### src/rtl/ledmx_pkg.sv
package ledmx_pkg;

    typedef enum logic [2:0] {
        FS_IDLE,
        FS_PTR_REQ,
        FS_PTR_WAIT,
        FS_CELL_REQ,
        FS_CELL_WAIT
    } fetch_state_e;

    typedef enum logic {
        SC_BLANK,
        SC_LIT
    } scan_state_e;

endpackage

### src/rtl/ledmx_fetch.sv
module ledmx_fetch
    import ledmx_pkg::*;
#(
    parameter int ADDR_W   = 8,
    parameter logic [ADDR_W-1:0] PTR_ADDR = 'h1A,
    parameter int ROWS     = 5,
    parameter int COLS     = 5,
    parameter int LEVEL_W  = 4,
    parameter int ROW_W    = 3
) (
    input  logic                     clk,
    input  logic                     rst_n,
    input  logic                     cpu_busy,
    output logic                     mem_req,
    output logic [ADDR_W-1:0]        mem_addr,
    input  logic [ADDR_W-1:0]        mem_rdata,
    input  logic                     take,
    output logic                     shadow_full,
    output logic [ROW_W-1:0]         shadow_row,
    output logic [COLS*LEVEL_W-1:0]  shadow_lvl
);
    localparam int COL_W = (COLS > 1) ? $clog2(COLS) : 1;

    fetch_state_e            state_q, state_d;
    logic [ADDR_W-1:0]       addr_q;
    logic [COL_W-1:0]        col_q;
    logic [ROW_W-1:0]        row_q;
    logic [ROW_W-1:0]        srow_q;
    logic                    full_q;
    logic [LEVEL_W-1:0]      shadow_q [COLS];
    logic                    last_col;

    assign last_col = (col_q == COL_W'(COLS - 1));

    // state register
    always_ff @(posedge clk or negedge rst_n) begin
        if (!rst_n) state_q <= FS_IDLE;
        else        state_q <= state_d;
    end

    // next state and port outputs
    always_comb begin
        state_d  = state_q;
        mem_req  = 1'b0;
        mem_addr = addr_q;
        unique case (state_q)
            FS_IDLE: begin
                if (!full_q)
                    state_d = (row_q == '0) ? FS_PTR_REQ : FS_CELL_REQ;
            end
            FS_PTR_REQ: begin
                mem_addr = PTR_ADDR;
                mem_req  = !cpu_busy;
                if (!cpu_busy) state_d = FS_PTR_WAIT;
            end
            FS_PTR_WAIT: state_d = FS_CELL_REQ;
            FS_CELL_REQ: begin
                mem_req = !cpu_busy;
                if (!cpu_busy) state_d = FS_CELL_WAIT;
            end
            FS_CELL_WAIT: state_d = last_col ? FS_IDLE : FS_CELL_REQ;
            default: state_d = FS_IDLE;
        endcase
    end

    // datapath: address walk, shadow capture, full flag
    always_ff @(posedge clk or negedge rst_n) begin
        if (!rst_n) begin
            addr_q <= '0;
            col_q  <= '0;
            row_q  <= '0;
            srow_q <= '0;
            full_q <= 1'b0;
        end else begin
            if (take) full_q <= 1'b0;
            if (state_q == FS_PTR_WAIT) begin
                addr_q <= mem_rdata;
                col_q  <= '0;
            end
            if (state_q == FS_CELL_WAIT) begin
                addr_q <= addr_q + 1'b1;
                if (last_col) begin
                    col_q  <= '0;
                    full_q <= 1'b1;
                    srow_q <= row_q;
                    row_q  <= (row_q == ROW_W'(ROWS - 1)) ? '0 : row_q + 1'b1;
                end else begin
                    col_q <= col_q + 1'b1;
                end
            end
        end
    end

    for (genvar c = 0; c < COLS; c++) begin : g_shadow
        always_ff @(posedge clk or negedge rst_n) begin
            if (!rst_n)
                shadow_q[c] <= '0;
            else if (state_q == FS_CELL_WAIT && col_q == COL_W'(c))
                shadow_q[c] <= mem_rdata[LEVEL_W-1:0];
        end
        assign shadow_lvl[c*LEVEL_W +: LEVEL_W] = shadow_q[c];
    end

    assign shadow_full = full_q;
    assign shadow_row  = srow_q;

endmodule

### src/rtl/ledmx_scan.sv
module ledmx_scan
    import ledmx_pkg::*;
#(
    parameter int ROWS     = 5,
    parameter int COLS     = 5,
    parameter int LEVEL_W  = 4,
    parameter int PRESCALE = 64,
    parameter int ROW_W    = 3
) (
    input  logic                     clk,
    input  logic                     rst_n,
    input  logic                     shadow_full,
    input  logic [ROW_W-1:0]         shadow_row,
    input  logic [COLS*LEVEL_W-1:0]  shadow_lvl,
    output logic                     take,
    output logic                     lit,
    output logic [LEVEL_W-1:0]       slot,
    output logic [COLS*LEVEL_W-1:0]  active_lvl,
    output logic [ROWS-1:0]          row_en
);
    localparam int PRESC_W = (PRESCALE > 1) ? $clog2(PRESCALE) : 1;

    scan_state_e             state_q, state_d;
    logic [ROW_W-1:0]        row_q;
    logic [LEVEL_W-1:0]      slot_q;
    logic [PRESC_W-1:0]      presc_q;
    logic [COLS*LEVEL_W-1:0] act_q;
    logic                    slot_end, row_end;

    assign slot_end = (presc_q == PRESC_W'(PRESCALE - 1));
    assign row_end  = (state_q == SC_LIT) && slot_end && (slot_q == '1);
    assign take     = shadow_full && ((state_q == SC_BLANK) || row_end);

    // state register
    always_ff @(posedge clk or negedge rst_n) begin
        if (!rst_n) state_q <= SC_BLANK;
        else        state_q <= state_d;
    end

    always_comb begin
        state_d = state_q;
        unique case (state_q)
            SC_BLANK: if (take) state_d = SC_LIT;
            SC_LIT:   if (row_end) state_d = take ? SC_LIT : SC_BLANK;
            default:  state_d = SC_BLANK;
        endcase
    end

    always_ff @(posedge clk or negedge rst_n) begin
        if (!rst_n) begin
            row_q   <= '0;
            slot_q  <= '0;
            presc_q <= '0;
            act_q   <= '0;
        end else if (take) begin
            row_q   <= shadow_row;
            act_q   <= shadow_lvl;
            slot_q  <= '0;
            presc_q <= '0;
        end else if (state_q == SC_LIT) begin
            if (slot_end) begin
                presc_q <= '0;
                slot_q  <= slot_q + 1'b1;
            end else begin
                presc_q <= presc_q + 1'b1;
            end
        end
    end

    // outputs
    always_comb begin
        lit        = (state_q == SC_LIT);
        slot       = slot_q;
        active_lvl = act_q;
        row_en     = '0;
        if (state_q == SC_LIT) row_en[row_q] = 1'b1;
    end

endmodule

### src/rtl/ledmx_cell_pwm.sv
module ledmx_cell_pwm #(
    parameter int LEVEL_W = 4
) (
    input  logic               enable,
    input  logic [LEVEL_W-1:0] level,
    input  logic [LEVEL_W-1:0] slot,
    output logic               on
);
    assign on = enable && (level > slot);
endmodule

### src/rtl/ledmx_refresh.sv
module ledmx_refresh #(
    parameter int ADDR_W   = 8,
    parameter logic [ADDR_W-1:0] PTR_ADDR = 'h1A,
    parameter int ROWS     = 5,
    parameter int COLS     = 5,
    parameter int LEVEL_W  = 4,
    parameter int PRESCALE = 64
) (
    input  logic              clk,
    input  logic              rst_n,
    input  logic              cpu_busy,
    output logic              mem_req,
    output logic [ADDR_W-1:0] mem_addr,
    input  logic [ADDR_W-1:0] mem_rdata,
    output logic [ROWS-1:0]   row_en,
    output logic [COLS-1:0]   col_on
);
    localparam int ROW_W      = (ROWS > 1) ? $clog2(ROWS) : 1;
    localparam int ROW_CYCLES = (2 ** LEVEL_W) * PRESCALE;

    logic                    take, shadow_full, lit;
    logic [ROW_W-1:0]        shadow_row;
    logic [COLS*LEVEL_W-1:0] shadow_lvl, active_lvl;
    logic [LEVEL_W-1:0]      slot;

    ledmx_fetch #(
        .ADDR_W(ADDR_W), .PTR_ADDR(PTR_ADDR), .ROWS(ROWS),
        .COLS(COLS), .LEVEL_W(LEVEL_W), .ROW_W(ROW_W)
    ) i_fetch (
        .clk(clk), .rst_n(rst_n), .cpu_busy(cpu_busy),
        .mem_req(mem_req), .mem_addr(mem_addr), .mem_rdata(mem_rdata),
        .take(take), .shadow_full(shadow_full),
        .shadow_row(shadow_row), .shadow_lvl(shadow_lvl)
    );

    ledmx_scan #(
        .ROWS(ROWS), .COLS(COLS), .LEVEL_W(LEVEL_W),
        .PRESCALE(PRESCALE), .ROW_W(ROW_W)
    ) i_scan (
        .clk(clk), .rst_n(rst_n), .shadow_full(shadow_full),
        .shadow_row(shadow_row), .shadow_lvl(shadow_lvl),
        .take(take), .lit(lit), .slot(slot),
        .active_lvl(active_lvl), .row_en(row_en)
    );

    for (genvar c = 0; c < COLS; c++) begin : g_col
        ledmx_cell_pwm #(.LEVEL_W(LEVEL_W)) i_pwm (
            .enable(lit),
            .level(active_lvl[c*LEVEL_W +: LEVEL_W]),
            .slot(slot),
            .on(col_on[c])
        );
    end

endmodule

### config.mk
export PLATFORM = sky130hd
export DESIGN_NAME = ledmx_refresh
export DESIGN_NICKNAME = d
export VERILOG_FILES = /design/src/rtl/ledmx_pkg.sv /design/src/rtl/ledmx_fetch.sv /design/src/rtl/ledmx_scan.sv /design/src/rtl/ledmx_cell_pwm.sv /design/src/rtl/ledmx_refresh.sv
export SDC_FILE = /design/constraint.sdc
export NUM_CORES = 1
export LEC_CHECK = 0
export BUFFER_PORTS_ARGS = -buffer_cell sky130_fd_sc_hd__buf_2
export CORE_MARGIN = 3
export CORE_UTILIZATION = 65
export DETAILED_ROUTE_END_ITERATION = 10
export PLACE_DENSITY = 0.85
export SLEW_MARGIN = 0
export SYNTH_ARGS = -nofsm -noshare
export SYNTH_HDL_FRONTEND = slang
export SYNTH_HIERARCHICAL = 1
export SYNTH_SLANG_ARGS = --single-unit
### constraint.sdc
create_clock -name clk -period 3.64 [get_ports clk]
set_clock_uncertainty 0.1 [all_clocks]
set_input_delay 0.182 -clock clk [delete_from_list [all_inputs] [get_ports clk]]
set_output_delay 0.182 -clock clk [all_outputs]
set_load 0.005 [all_outputs]
== After elaboration in Yosys (flattened, before gate mapping) ==
Cells that the tools add are included.
Word-level totals
  bits in registers: 75
  bits of input ports: 11
  logic and storage cells: 98
Operators by class
  $add $sub $neg: 5
  $lt $le $gt $ge: 7
  equality and inequality tests: 14
  mux-type cells: 29
  bitwise operators: 1
  reductions and logical operators: 26
Operators with widths (number)
  two-way mux 8 bit: 3
  two-way mux 3 bit: 7
  > comparator 4 bit: 5
  two-way mux 6 bit: 3
  case mux 3 bit (5 select lines): 1
  logical AND 1 bit: 14
  == test 3 x 2 -> 1 bit (second input constant): 4
  two-way mux 4 bit: 3
  == test 3 bit (second input constant): 3
  logical NOT 3 bit: 3
  adder 8 x 1 -> 8 bit (second input constant): 1
  two-way mux 1 bit: 7
  adder 3 x 1 -> 3 bit (second input constant): 2
  adder 6 x 1 -> 6 bit (second input constant): 1
  == test 3 x 1 -> 1 bit (second input constant): 2
  == test 6 bit (second input constant): 1
  != test 2 bit (second input constant): 3
  nonzero test 2 bit: 3
  two-way mux 5 bit: 1
  adder 4 x 1 -> 4 bit (second input constant): 1
  == test 4 bit (second input constant): 1
  less-than comparator 3 x 4 -> 1 bit (second input constant): 1
  two-way mux 2 bit: 2
  AND reduction 2 bit: 2
  8 further kinds: 8

== Logic depth before layout (Yosys ltp) ==
  word-level depth: 8
  depth in mapped cells: 7
  depth with buffers taken out: 6

== Hierarchy ==
Netlist, hierarchy kept.
By module, submodules not included
  ledmx_fetch: times used 1, cells an instance 170, area each 1983.2 sq um, seq. area each 1026.0 sq um
  ledmx_scan: times used 1, cells an instance 129, area each 1634.1 sq um, seq. area each 850.8 sq um
  ledmx_cell_pwm: times used 5, cells an instance 14, area each 98.8 sq um, seq. area each 0.0 sq um

== Worst setup path after synthesis ==
OpenSTA, ideal clock, no wires.
  path type: register to register
  start: register i_scan.slot_q[0], in the netlist i_scan/slot[0]
  end: register i_scan.act_q[19], in the netlist i_scan/active_lvl[19]
  library setup time: 0.125 ns
  arrival time: 1.626 ns
  required time: 3.415 ns
  slack: 1.789 ns
  stages on the path, launching flop included: 7
  path buffers: 1
  clock period less this slack: 1.851 ns
  cell sequence: dfrtp_1 > ha_1 > nand3_1 > o31ai_4 > nand2_4 > buf_6 > mux2_4
Between the ends
  longest elaborated chain between the ends: 4
RTL lines
  start: declaration: RTL line ledmx_scan.sv:25  | logic [LEVEL_W-1:0] slot_q;
  start signal: assignment: RTL line ledmx_scan.sv:63  | slot_q <= slot_q + 1'b1;
  == test 4 bit: RTL line ledmx_scan.sv:31  | assign row_end = (state_q == SC_LIT) && slot_end && (slot_q == '1);
  logical AND 1 bit: RTL line ledmx_scan.sv:31
  logical OR 1 bit: RTL line ledmx_scan.sv:32  | assign take = shadow_full && ((state_q == SC_BLANK) || row_end);
  logical AND 1 bit: RTL line ledmx_scan.sv:32
  end signal: assignment: RTL line ledmx_scan.sv:57  | act_q <= shadow_lvl;
  end: declaration: RTL line ledmx_scan.sv:27  | logic [COLS*LEVEL_W-1:0] act_q;
No other way between the ends.
A chain may end at the register's enable or synchronous reset.

== Worst setup path after layout ==
  start: register i_scan.slot_q[0], in the netlist i_scan/slot[0]
  end: register i_scan.act_q[18], in the netlist i_scan/active_lvl[18]
Same word-level chain as after synthesis.

==> results by group <==
Clock network
  – Clock Latency Late Sink: about 350 ps
  – # H-tree levels: 3
  – Cts bufs inserted: 9
  – Post-CTS Hold Buffers: 4
  – # resized after CTS: 0
  – Post-CTS Setup Inserts: 0
  – Longest Clk Path Bufs: 2
  – CTS tree: built
  – Clock Pin Slew Worst Setup and Hold Paths: roughly 70 ps
  – CTS root buffer: clkbuf_8
  – # clock sinks: 75

Critical path
  – Cells along the critical path: ha_1 > nand3_1 > o31ai_4 > nand2_4 > mux2_4
  – CP max stage cell: dfrtp_1
  – Crit Path Category: register to register
  – Critical Path Fanout Max: 24
  – CP max stage delay: 580 ps
  – CP Data Arrival Time: between 2000 and 2500 ps
  – CP Capture Type: register
  – Delay-heaviest family, CP: flip-flops
  – CP required: 3770 ps
  – Worst path buffer plus inverter count: 0
  – Critical Path Source Type: register

Yosys
  – Yosys cell types: 56
  – Post-Syn Area: 4110 sq um
  – Avg Inst Size Synth: between 10 and 15 sq um
  – Synth area leader: dfrtp_1
  – Seq cells post-synth: 75
  – Top-count cell post-synth: dfrtp_1
  – Asr flop ratio synth: 1.00
  – Ranking of synthesized cells by area: dfrtp_1, ha_1, mux2_4, mux2_1, inv_1
  – Mapped Cells: about 370
  – Number of synthesis warnings: 6
  – Post-synth EDFFs: 0
  – Register area share after synthesis: 0.456
  – Syn_nets: 410
  – Top_reg_cell synth: dfrtp_1
  – Share of the synthesized area in the top cell type: 0.456
  – Top cells by count, synth: dfrtp_1, inv_1, ha_1

STA
  – Final number of max-transition violations: 0
  – Setup TNS Final: 0 ps
  – Final Hold Violating Endpoints: 0
  – Fmax: 0.448 GHz
  – Final Critical Period: 2230 ps
  – # setup viols final: 0
  – Final period util: 0.613
  – RSZ-0062 raised after global routing: false
  – Slew headroom: 0.408
  – Worst Tran Pin Value: between 800 and 900 ps

Floorplanning
  – Starting density of the core: 0.682
  – Core Footprint: 6030 sq um
  – DIE WIDTH: ~86 microns
  – Die H: 85.5 microns
  – FP Rows: 28
  – Die area: 7320 sq um
  – Io pins: 30

Route
  – Final WL: 7.91 mm
  – Vias: a little under 3000
  – DRT iter0 DRCs: 145
  – DR pass1 iterations: 4
  – DR vias/cell: 6.00
  – Wirelength per Cell: 16.4 microns
  – Antenna viol nets, final: 0
  – Drt drc: 0

Worst hold path
  – HP Class: input pin to register

GRT
  – Largest net degree at the start of global routing: 76
  – Congestion Overflow GR: 0
  – GRT Total Usage: 0.242
  – First-pass GRT wire length: 13.9 mm
  – Vias in the first global route: 3007
  – Initial antenna violation count: 0

Cells and area
  – Filler cells: 386
  – Diodes inserted: 0
  – Layout net count: 443
  – Ratio of cells with drive above 1 in the final layout: 0.187
  – Area delta synth->final: 10.8%

Placement
  – Gpl congestion: ~0.77
  – Port Buf Inserts: 29
  – HPWL after DPL: 5.42 mm

Run
  – Max cap viols: 0

Pwr
  – VDD IR-drop max: ~0.43 mV
  – Leakage power: 2.18 nW
  – Cell Pwr Density: approximately 520 nW/um^2
  – Overall power: about 0.0024 W

Status
  – Status: completed
==> cells in the final DEF (no fill, tap or decap), types with 5 or more instances in the layout <==
| cell type | netlist | final |
|---|---|---|
| mux2_1 | 25 | 25 |
| nand3_1 | 12 | 12 |
| nor2b_1 | 10 | 10 |
| clkbuf_8 | 0 | 10 |
| nor2_1 | 11 | 11 |
| ha_1 | 30 | 30 |
| inv_1 | 33 | 33 |
| dfrtp_1 | 75 | 75 |
| buf_2 | 7 | 29 |
| nand4_1 | 9 | 9 |
| nand2_1 | 29 | 29 |
| o21ai_0 | 5 | 5 |
| o211ai_1 | 10 | 10 |
| mux2_4 | 19 | 19 |
| a21oi_1 | 21 | 21 |
==> worst register-to-register path, stage by stage (launching register included) <==
cell	delay, ps
dfrtp_1	580
ha_1	280
nand3_1	150
o31ai_4	290
nand2_4	300
mux2_4	400
==> sequential cells by signal (all words and copies together) (netlist names) <==
name / cells
i_fetch/state_q: 3
i_fetch/col_q: 3
i_scan/lit: 1
i_scan/row_q: 3
i_fetch/addr_q: 8
i_fetch/shadow_row: 3
i_scan/active_lvl: 20
i_scan/slot: 4
i_fetch/row_q: 3
i_fetch/shadow_full: 1
i_scan/presc_q: 6
i_fetch/shadow_lvl: 20
==> per-stage QoR <==
stage	instance area [sq um]	setup slack (ps)	cells	hold WS [ps]	util
after floorplan	4110	1790	369	-214	-
after global placement	4310	1540	462	141	0.714
after detailed placement	4310	1440	462	145	0.714
after CTS	4550	1410	481	0.153	0.756
after global routing	4550	1260	481	45.3	0.756
final	4550	1410	481	15.1	0.756
==> metal layers <==
| metal | global-route usage | wire, microns |
|---|---|---|
| met1 | 0.321 | 3440 |
| met3 | 0.0336 | 304 |
| met5 | 0 | 0 |
| met2 | 0.386 | 3990 |
| met4 | 0.128 | 177 |
==> final timing paths <==
| check | start | endpoint | slack (ps) | cells after the start |
|---|---|---|---|---|
| worst max-delay path | i_scan/slot[0]$_DFFE_PN0P_ | i_scan/active_lvl[18]$_DFFE_PN0P_ | 1410 | 5 |
| worst min-delay path | mem_rdata[7] | i_fetch/addr_q[7]$_DFFE_PN0P_ | 20 | 3 |
| worst max register to register | i_scan/slot[0]$_DFFE_PN0P_ | i_scan/active_lvl[18]$_DFFE_PN0P_ | 1410 | 5 |
| worst min register to register | i_fetch/shadow_lvl[12]$_DFFE_PN0P_ | i_fetch/shadow_lvl[12]$_DFFE_PN0P_ | 390 | 1 |
| max in group asynchronous | rst_n | i_fetch/addr_q[5]$_DFFE_PN0P_ | 2850 | 3 |
| min in group asynchronous | rst_n | i_scan/presc_q[5]$_DFFE_PN0P_ | 280 | 3 |
==> area by class of cell <==
cell class	count	area, sq um	share of cell area
sequential	75	1880	0.412
inverter	33	124	0.0272
timing repair buffer	35	213	0.0467
clock inverter	2	60.1	0.0132
multi-input combinational	248	2040	0.448
tap	75	93.8	0.0206
clock buffer	13	149	0.0327
==> where the power goes <==
| group | total, W | switching (W) | leakage [nW] | internal [W] |
|---|---|---|---|---|
| Combinational | 0.000578 | 0.000292 | 1.08 | 0.000286 |
| Sequential | 0.00112 | 0.000157 | 0.996 | 0.000965 |
| Clock | 0.000690 | 0.000288 | 0.104 | 0.000402 |
==> kinds of logic after synthesis <==
logic type / after synthesis / synth area share
mux: 49 / 0.151
simple gates: 108 / 0.151
fa+ha+maj: 30 / 0.0913
xor+xnor: 2 / 0.00426
compound gates: 59 / 0.0983
flops: 75 / 0.456
buf+inv: 46 / 0.0478
No activity file was read; power rests on OpenSTA's default activity.
